[config.mk]
export PLATFORM = sky130hd
export DESIGN_NAME = pair_timer
export DESIGN_NICKNAME = d
export VERILOG_FILES = /design/src/rtl/pt_pkg.sv /design/src/rtl/pt_edge_sel.sv /design/src/rtl/pt_counter.sv /design/src/rtl/pt_shadow.sv /design/src/rtl/pt_flags.sv /design/src/rtl/pair_timer.sv
export SDC_FILE = /design/constraint.sdc
export NUM_CORES = 1
export LEC_CHECK = 0
export ABC_AREA = 0
export BUFFER_PORTS_ARGS = -buffer_cell sky130_fd_sc_hd__clkbuf_2
export CAP_MARGIN = 10
export CORE_UTILIZATION = 50
export CTS_CLUSTER_DIAMETER = 200
export DETAILED_ROUTE_END_ITERATION = 7
export PLACE_DENSITY = 0.7
export SYNTH_ARGS = -nofsm -noshare
export SYNTH_HDL_FRONTEND = slang
export SYNTH_SLANG_ARGS = --single-unit
[constraint.sdc]
create_clock -name clk -period 2.9 [get_ports clk]
set_clock_uncertainty 0.15 [all_clocks]
set_input_delay 0.58 -clock clk [delete_from_list [all_inputs] [get_ports clk]]
set_output_delay 0.58 -clock clk [all_outputs]
set_load 0.02 [all_outputs]
[src/rtl/pt_pkg.sv]
package pt_pkg;
  localparam int AW    = 3;
  localparam int SRC_W = 2;
  localparam int NSRC  = 1 << SRC_W;
  localparam int CW    = 8;

  localparam logic [AW-1:0] A_CTRL0 = 3'd0;
  localparam logic [AW-1:0] A_CLK1  = 3'd1;
  localparam logic [AW-1:0] A_CNT0  = 3'd2;
  localparam logic [AW-1:0] A_CNT1  = 3'd3;
  localparam logic [AW-1:0] A_PER   = 3'd4;
  localparam logic [AW-1:0] A_STAT0 = 3'd5;
  localparam logic [AW-1:0] A_STAT1 = 3'd6;

  typedef enum logic [1:0] {
    EDGE_RISE = 2'd0,
    EDGE_FALL = 2'd1,
    EDGE_BOTH = 2'd2,
    EDGE_ALT  = 2'd3
  } edge_e;

  // Returns 1 when the transition prev->now matches the edge mode.
  function automatic logic edge_hit(edge_e mode, logic now_v, logic prev_v);
    logic rise, fall;
    rise = now_v & ~prev_v;
    fall = ~now_v & prev_v;
    case (mode)
      EDGE_FALL: edge_hit = fall;
      EDGE_BOTH: edge_hit = rise | fall;
      default:   edge_hit = rise;
    endcase
  endfunction
endpackage

[src/rtl/pt_edge_sel.sv]
module pt_edge_sel
  import pt_pkg::*;
#(
  parameter int N = NSRC
) (
  input  logic               clk,
  input  logic               rst,
  input  logic [N-1:0]       src_lvl,
  input  logic [SRC_W-1:0]   sel,
  input  edge_e              mode,
  output logic               stb
);
  logic sel_lvl;
  logic prev_q;

  assign sel_lvl = src_lvl[sel];

  always_ff @(posedge clk) begin
    if (rst) prev_q <= 1'b0;
    else     prev_q <= sel_lvl;
  end

  assign stb = edge_hit(mode, sel_lvl, prev_q);
endmodule

[src/rtl/pt_counter.sv]
module pt_counter #(
  parameter int W = 16
) (
  input  logic         clk,
  input  logic         rst,
  input  logic         run,
  input  logic         stb,
  input  logic         dir_dn,
  input  logic         clr,
  input  logic         wr_hit,
  input  logic [W-1:0] wr_val,
  output logic [W-1:0] cnt,
  output logic         pend,
  output logic         ovf_ev,
  output logic         unf_ev
);
  localparam logic [W-1:0] TOP = {W{1'b1}};

  function automatic logic [W-1:0] step(logic [W-1:0] v, logic dn);
    step = dn ? v - 1'b1 : v + 1'b1;
  endfunction

  function automatic logic at_edge(logic [W-1:0] v, logic dn);
    at_edge = dn ? (v == '0) : (v == TOP);
  endfunction

  logic [W-1:0] cnt_q, held_q;
  logic         held_v_q;
  logic         adv;
  logic         wrap;

  assign adv  = run & stb;
  assign wrap = adv & ~held_v_q & ~clr & at_edge(cnt_q, dir_dn);

  always_ff @(posedge clk) begin
    if (rst) begin
      cnt_q    <= '0;
      held_q   <= '0;
      held_v_q <= 1'b0;
    end else if (wr_hit && !run) begin
      cnt_q    <= wr_val;
      held_v_q <= 1'b0;
    end else begin
      if (adv) begin
        if (held_v_q)  cnt_q <= held_q;
        else if (clr)  cnt_q <= '0;
        else           cnt_q <= step(cnt_q, dir_dn);
      end
      if (wr_hit) begin
        held_q   <= wr_val;
        held_v_q <= 1'b1;
      end else if (adv) begin
        held_v_q <= 1'b0;
      end
    end
  end

  assign cnt    = cnt_q;
  assign pend   = held_v_q;
  assign ovf_ev = wrap & ~dir_dn;
  assign unf_ev = wrap & dir_dn;
endmodule

[src/rtl/pt_shadow.sv]
module pt_shadow #(
  parameter int          W       = 16,
  parameter logic [W-1:0] RST_VAL = {W{1'b1}}
) (
  input  logic         clk,
  input  logic         rst,
  input  logic         run,
  input  logic         stb,
  input  logic         wr_hit,
  input  logic [W-1:0] wr_val,
  output logic [W-1:0] val
);
  logic [W-1:0] val_q, held_q;
  logic         held_v_q;

  always_ff @(posedge clk) begin
    if (rst) begin
      val_q    <= RST_VAL;
      held_q   <= RST_VAL;
      held_v_q <= 1'b0;
    end else if (wr_hit && !run) begin
      val_q    <= wr_val;
      held_v_q <= 1'b0;
    end else begin
      if (run && stb && held_v_q) val_q <= held_q;
      if (wr_hit) begin
        held_q   <= wr_val;
        held_v_q <= 1'b1;
      end else if (run && stb) begin
        held_v_q <= 1'b0;
      end
    end
  end

  assign val = val_q;
endmodule

[src/rtl/pt_flags.sv]
module pt_flags (
  input  logic       clk,
  input  logic       rst,
  input  logic [1:0] set_ev,
  input  logic       rd_hit,
  input  logic       wr_hit,
  input  logic [1:0] wr_bits,
  output logic [1:0] flags
);
  logic [1:0] flag_q, armed_q, drop;

  // A bit drops only when armed by a read that saw it set and written 0.
  assign drop = wr_hit ? (armed_q & ~wr_bits) : 2'b00;

  always_ff @(posedge clk) begin
    if (rst) begin
      flag_q  <= 2'b00;
      armed_q <= 2'b00;
    end else begin
      flag_q <= (flag_q & ~drop) | set_ev;
      if (wr_hit)      armed_q <= 2'b00;
      else if (rd_hit) armed_q <= flag_q;
    end
  end

  assign flags = flag_q;
endmodule

[src/rtl/pair_timer.sv]
module pair_timer
  import pt_pkg::*;
#(
  parameter int W = 16
) (
  input  logic           clk,
  input  logic           rst,
  input  logic [NSRC-1:0] src_lvl,
  input  logic           wr_en,
  input  logic [AW-1:0]  wr_addr,
  input  logic [W-1:0]   wr_data,
  input  logic           rd_en,
  input  logic [AW-1:0]  rd_addr,
  output logic [W-1:0]   rd_data
);
  localparam int NCH = 2;

  logic [CW-1:0] ctrl0_q, clk1_q;
  logic          run, clr_sel, dir_dn;
  logic          cnt_stb;
  logic          match_clr;
  logic [W-1:0]  period;
  logic [W-1:0]  cnt     [NCH];
  logic [NCH-1:0] pend_v, ovf_ev, unf_ev;
  logic [1:0]    stat    [NCH];
  logic [W-1:0]  cnt0, cnt1;
  logic [1:0]    stat0, stat1;

  always_ff @(posedge clk) begin
    if (rst) begin
      ctrl0_q <= '0;
      clk1_q  <= '0;
    end else if (wr_en) begin
      if (wr_addr == A_CTRL0) ctrl0_q <= wr_data[CW-1:0];
      if (wr_addr == A_CLK1)  clk1_q  <= wr_data[CW-1:0];
    end
  end

  assign run     = ctrl0_q[0];
  assign clr_sel = ctrl0_q[1];
  assign dir_dn  = ctrl0_q[2];

  // Both channels use channel 0's source and edge.
  pt_edge_sel #(.N(NSRC)) u_edge (
    .clk     (clk),
    .rst     (rst),
    .src_lvl (src_lvl),
    .sel     (ctrl0_q[5:4]),
    .mode    (edge_e'(ctrl0_q[7:6])),
    .stb     (cnt_stb)
  );

  pt_shadow #(.W(W), .RST_VAL({W{1'b1}})) u_period (
    .clk    (clk),
    .rst    (rst),
    .run    (run),
    .stb    (cnt_stb),
    .wr_hit (wr_en && wr_addr == A_PER),
    .wr_val (wr_data),
    .val    (period)
  );

  assign match_clr = clr_sel & run & cnt_stb & (cnt[0] == period);

  for (genvar g = 0; g < NCH; g++) begin : g_ch
    localparam logic [AW-1:0] CNT_A  = (g == 0) ? A_CNT0  : A_CNT1;
    localparam logic [AW-1:0] STAT_A = (g == 0) ? A_STAT0 : A_STAT1;

    pt_counter #(.W(W)) u_cnt (
      .clk    (clk),
      .rst    (rst),
      .run    (run),
      .stb    (cnt_stb),
      .dir_dn (dir_dn),
      .clr    (match_clr),
      .wr_hit (wr_en && wr_addr == CNT_A),
      .wr_val (wr_data),
      .cnt    (cnt[g]),
      .pend   (pend_v[g]),
      .ovf_ev (ovf_ev[g]),
      .unf_ev (unf_ev[g])
    );

    pt_flags u_flags (
      .clk     (clk),
      .rst     (rst),
      .set_ev  ({unf_ev[g], ovf_ev[g]}),
      .rd_hit  (rd_en && rd_addr == STAT_A),
      .wr_hit  (wr_en && wr_addr == STAT_A),
      .wr_bits (wr_data[1:0]),
      .flags   (stat[g])
    );
  end

  assign cnt0  = cnt[0];
  assign cnt1  = cnt[1];
  assign stat0 = stat[0];
  assign stat1 = stat[1];

  always_comb begin
    rd_data = '0;
    case (rd_addr)
      A_CTRL0: rd_data[CW-1:0] = ctrl0_q;
      A_CLK1:  rd_data[CW-1:0] = clk1_q;
      A_CNT0:  rd_data = cnt0;
      A_CNT1:  rd_data = cnt1;
      A_PER:   rd_data = period;
      A_STAT0: rd_data[1:0] = stat0;
      A_STAT1: rd_data[1:0] = stat1;
      default: rd_data = '0;
    endcase
  end
endmodule

==> run metrics, run 1 <==
mean number of vias per cell=6.15; hold bufs inserted after CTS=0; clock sinks=124; fin util=60.0%; Filler Cell Count=1,475; crit path cell chain=mux4_2, ha_4, nor2b_2, o311ai_4, nor4_4, buf_4, a21oi_4, or4b_4, a211oi_2; total number of yosys warnings=0; count of pins over their slew limit=0; row count=45; Mean Syn Cell Area=7.47 sq um; Worst Path Arrival=3.14 ns; fraction of the mapped netlist area in compound gates=21.0%; DRT antenna net count=0; Setup-failing EPs final=1; Die ar.=0.0163 sq mm; Slew HR=39.9%; All-Layer GR Usage=31.2%; Required @ worst endpoint=3.10 ns; CTS Buf Count=17; CP Class=reg2reg; gpl congestion=0.883; Syn Nets=1,123; worst vdd ir=0.000355 V; initial antenna violation count=0; fin crit period=2.94 ns; crit-path max FO=5; Starting Density=51.7%; initial DRC count=804; CORE AREA=0.0153 sq mm; Post-synth EDFFs=0; violated checks=setup timing; worst hold path class=reg2reg; MaxCap Viol Count=0; n_diodes=0; post-synthesis sequential area ratio=31.4%; vias in the first global route=7,318; Cells after DPL=1,290; H-tree depth=4; xor and xnor area share after synthesis=3.65%; pwr dens=452 mW/mm^2; status=finished with violations; CTS tree=yes; final cell count without fillers=1,325; layout cells sized above 1=14.8%; largest family of logic cells by synthesized area=simple AND/OR/NAND/NOR gates; Fin Setup TNS=-0.0416 ns; Synth Area in Simple Gates=29.7%; Die X=128 um; placed inst area=0.00858 sq mm; Least-Margin Pin Slew=0.901 ns; drt first pass iters=6; detailed-route via count=8,145; worst hold slack=0.305 ns; largest net degree at the start of global routing=77; CP max stage delay=0.54 ns; period utilization=101%; Final nets=1,165; Layout area overhead=16.1%; Post-Route WL=25,000 um; CP max stage cell=mux4_2; Clock Root Buffer=clkbuf_16; post-route cell area=0.00919 sq mm; portion of netlist area occupied by mux cells=3.31%; wire per inst=18.9 um; RSZ-0062 raised after global routing=yes; Worst setup SP type=flop; Max Clk Rate=340 MHz; clock latency on the worst-skew pair=0.43 ns; IO Pins=46; Port Buffers=45; Seq cells post-synth=124; Leak=3.68 nW; Adder-Cell Fraction of Synth Area=5.57%; first-pass GRT wire length=39,700 um; synthesized area=0.00791 sq mm; Yosys cell types=75; post-DP HPWL=17,600 um; total power draw=4.15 mW; dpl ws=-0.276 ns; die height=128 um; ys flop type=dfxtp_1; final setup margin=-0.0416 ns; Clock Pin Slew Worst Setup and Hold Paths=0.06 ns; Syn Inst Count=1,059; crit end category=flop; asr flop ratio synth=0%; CTS Buffer Depth=2; drt drc=0; Hold Vio Cnt, Final=0; total congestion overflow=0
-- cell families after synthesis --
| family | Yosys count |
|---|---|
| mux | 21 |
| flops | 124 |
| buf+inv | 99 |
| fa+ha+maj | 34 |
| compound gates | 262 |
| simple gates | 486 |
| xor+xnor | 33 |
-- critical path, delay by kind of cell (launching register included) --
kind / cells / cell delay [ns]
AOI/OAI and AO/OA: 3 / 0.75
adders and majority gates: 1 / 0.29
buffers and inverters: 1 / 0.17
DFF: 1 / 0.34
muxes: 1 / 0.54
and+or+nand+nor: 3 / 0.63
-- cells in the mapped netlist, drive strengths merged, types with 10 or more instances --
| cell type | n | share of area (%) |
|---|---|---|
| a21oi | 110 | 7.1 |
| a221o | 15 | 1.9 |
| buf | 22 | 1.6 |
| clkbuf | 57 | 2.8 |
| dfxtp | 124 | 31 |
| ha | 32 | 5.1 |
| inv | 19 | 0.90 |
| mux2i | 16 | 2.0 |
| nand2 | 219 | 10 |
| nand2b | 22 | 1.7 |
| nand3 | 40 | 2.6 |
| nand3b | 22 | 2.1 |
| nand4 | 19 | 1.5 |
| nor2 | 51 | 2.4 |
| nor3 | 46 | 3.3 |
| nor4 | 27 | 2.2 |
| o21ai | 49 | 3.1 |
| or3 | 10 | 0.79 |
| xnor2 | 25 | 2.8 |
-- repair_timing --
action                                  4_1_cts  5_1_grt
resized for setup                             0        6
cloned                                        0        1
pin swaps                                     2        3
endpoints found under the setup margin        8       12
buffers inserted                              0        2
-- worst paths after layout --
path	from	to	slack, ns	depth (start not counted)
setup / recovery	ctrl0_q[4]$_SDFFE_PP0P_	g_ch[1].u_cnt.cnt[15]$_SDFFE_PP0P_	-0.04	9
hold / removal	clk1_q[4]$_SDFFE_PP0P_	clk1_q[4]$_SDFFE_PP0P_	0.30	2
setup reg to reg	ctrl0_q[4]$_SDFFE_PP0P_	g_ch[1].u_cnt.cnt[15]$_SDFFE_PP0P_	-0.04	9
hold reg to reg	clk1_q[4]$_SDFFE_PP0P_	clk1_q[4]$_SDFFE_PP0P_	0.30	2
-- metal layers --
metal,global-route usage [%],part of all wire [%]
met5,0,0
met4,10.4,2.0
met3,5.63,8.3
met2,51.5,47
met1,41.2,42
-- registers in the layout, summed over array words and instances (netlist names) --
signal                count
u_period.held_q          16
ctrl0_q                   8
g_ch.u_cnt.cnt           32
u_period.val             16
g_ch.u_flags.armed_q      4
clk1_q                    8
u_period.held_v_q         1
g_ch.u_cnt.held_q        32
g_ch.u_cnt.pend           2
g_ch.u_flags.flags        4
u_edge.prev_q             1
-- power by group --
part           internal [mW]  total, mW  switching [mW]
Sequential              1.72       1.75          0.0246
Clock                   1.18       2.01           0.837
Combinational          0.145      0.397           0.252
Total                   3.04       4.15            1.11
-- cell type report --
type                            instances  area [sq um]  area share, %
Multi-Input combinational cell        837          5070           55.1
Sequential cell                       124          2480           27.0
Timing Repair Buffer                  102           747           8.13
Clock buffer                           18           429           4.67
Tap cell                              211           264           2.87
Clock inverter                         14           124           1.35
Inverter                               19          71.3          0.776
-- layout by cell type, fill, tap and decap left out, drive strengths merged, types with 10 or more instances in the layout --
cell	netlist	final
nand3	40	40
nand2	219	219
nor4	27	27
a221o	15	15
nand4	19	19
nor2	51	51
ha	32	32
or3	10	10
o21ai	49	49
buf	22	58
mux2i	16	16
nor3	46	46
dfxtp	124	124
inv	19	20
xnor2	25	25
a21oi	110	111
nand2b	22	22
clkbuf	57	62
nand3b	22	22
Power figures use the tool's default switching activity.
==> run 2, diff against run 1 <==
Settings changed: CORE_MARGIN set to 2, PLACE_DENSITY 0.7 to 0.67.
Clock period 2.9 ns to 3.7 ns, I/O delays scaled along.
==> run metrics, run 2 (synthesis gave the netlist of run 1 again) <==
layout cells sized above 1=10.7% (-4.1 points); clock latency on the worst-skew pair=0.43 ns (about the same); gpl congestion=0.919 (+4.1%); crit end category=flop; period utilization=88.7% (-13 points); initial DRC count=827 (+2.9%); NetSw=0.865 mW (-22%); total congestion overflow=0 (unchanged); placed inst area=0.00823 sq mm (-4.1%); fin util=57.4% (-2.6 points); Starting Density=51.7% (unchanged); H-tree depth=4 (unchanged); Least-Margin Pin Slew=0.913 ns (+0.0124 ns); most frequent cells in the layout=nand2_1, dfxtp_1, a21oi_1; Cells after DPL=1,250 (-3.1%); drt drc=0 (unchanged); die height=130 um (+1.6%); Resize count post-CTS=0 (unchanged); Fin Setup TNS=0 ns (+0.0416 ns); RSZ-0062 raised after global routing=no; Clock Root Buffer=clkbuf_16; count of pins over their slew limit=0 (unchanged); DRT antenna net count=0 (unchanged); post-route cell area=0.00879 sq mm (-4.3%); postcts setup bufs=0 (unchanged); Post-Route WL=25,700 um (+3.1%); Worst Path Arrival=3.39 ns (+0.25 ns); vias in the first global route=7,155 (-2.2%); CTS tree=yes; internal power=2.39 mW (-21%); first-pass GRT wire length=39,900 um (+0.54%); post-DP HPWL=17,600 um (-0.22%); Required @ worst endpoint=3.81 ns (+0.71 ns); Hold Vio Cnt, Final=0 (unchanged); Die ar.=0.0168 sq mm (+3.2%); clock sinks=124 (unchanged); share of total power in the clock network=48.8% (+0.4 points); Final nets=1,122 (-3.7%); CORE AREA=0.0153 sq mm (unchanged); pwr dens=370 mW/mm^2 (-18%); All-Layer GR Usage=30.9% (-0.38 points); crit-path max FO=18 (+13); Sw Share=26.6% (-0.23 points); wire per inst=20.1 um (+6.6%); CTS Buffer Depth=2 (unchanged); fin crit period=3.28 ns (+0.341 ns); Port Buffers=45 (unchanged); Setup-failing EPs final=0 (-1); Max Clk Rate=305 MHz (-10%); IO Pins=46 (unchanged); Leak=3.45 nW (-6.4%); Flop pwr share=42.3% (+0.3 points); worst hold path class=reg2reg; row count=45 (unchanged); n_diodes=0 (unchanged); detailed-route via count=8,027 (-1.4%); Worst setup SP type=flop; MaxCap Viol Count=0 (unchanged); Comb pwr share=8.9% (-0.7 points); hold bufs inserted after CTS=0 (unchanged); Filler Cell Count=1,466 (-0.61%); final cell count without fillers=1,281 (-3.3%); Layout area overhead=11.1%; mean number of vias per cell=6.27 (+1.9%); initial antenna violation count=1 (+1); CTS Buf Count=17 (unchanged); worst vdd ir=0.000422 V (+19%); Die X=130 um (+1.6%); total power draw=3.25 mW (-22%); CP Class=reg2reg; Slew HR=39.1% (-0.75 points); status=completed; drt first pass iters=5 (-1); largest net degree at the start of global routing=82 (+6.5%); Clock Pin Slew Worst Setup and Hold Paths=0.06 ns (about the same); most common cell after layout, fill and taps aside=nand2_1
-- run 2: worst max-delay path: stages, from the launching register on --
cell	delay [ns]
dfxtp_1	0.40
mux4_2	0.54
ha_1	0.28
nor2b_1	0.23
o311ai_4	0.14
nor4_2	0.54
a21oi_2	0.35
a221oi_1	0.38
nor4_1	0.11
-- run 2: path summary, 6_finish.rpt --
path                                                            from                              endpoint  slack, ns  cells after the start
worst max-delay path                         ctrl0_q[4]$_SDFFE_PP0P_     g_ch[0].u_cnt.cnt[2]$_SDFFE_PP0P_       0.42                      8
worst min-delay path            g_ch[0].u_cnt.held_q[5]$_SDFFE_PP0P_  g_ch[0].u_cnt.held_q[5]$_SDFFE_PP0P_       0.31                      2
worst max register to register               ctrl0_q[4]$_SDFFE_PP0P_     g_ch[0].u_cnt.cnt[2]$_SDFFE_PP0P_       0.42                      8
worst min register to register  g_ch[0].u_cnt.held_q[5]$_SDFFE_PP0P_  g_ch[0].u_cnt.held_q[5]$_SDFFE_PP0P_       0.31                      2
-- run 2: power by group through the flow --
| stage | registers [mW] | clock network [mW] | logic [mW] |
|---|---|---|---|
| after detailed placement | 1.40 | 0 | 0.284 |
| after CTS | 1.37 | 1.60 | 0.286 |
| after floorplan | 1.39 | 0 | 0.193 |
| after global placement | 1.40 | 0 | 0.283 |
| final | 1.38 | 1.59 | 0.291 |
| after global routing | 1.38 | 1.65 | 0.314 |
-- run 2: metal layers --
metal	up-vias	part of all wire (%)	GRT usage (%)	routed length [um]
li1	3806	-	-	-
met1	3771	43	43.0	11100
met2	385	44	46.5	11400
met3	65	9.3	7.71	2390
met4	0	3.4	10.9	868
met5	-	0	0	0
-- run 2: final cells by class --
cell class | instances | area [sq um] | area share (%)
multi-input cells | 836 | 5020 | 57.2
flip-flops and latches | 124 | 2480 | 28.2
clock buffers | 19 | 443 | 5.04
repair buffers | 60 | 390 | 4.44
well taps | 211 | 264 | 3.00
clock inverters | 12 | 115 | 1.31
inverters | 19 | 71.3 | 0.811
-- run 2: stage by stage --
stage	setup slack, ns	hold slack [ns]
2_1_floorplan	0.582	0.282
3_3_place_gp	0.178	0.290
3_5_place_dp	0.137	0.297
4_1_cts	0.420	0.305
5_1_grt	0.193	0.321
6_report	0.417	0.305
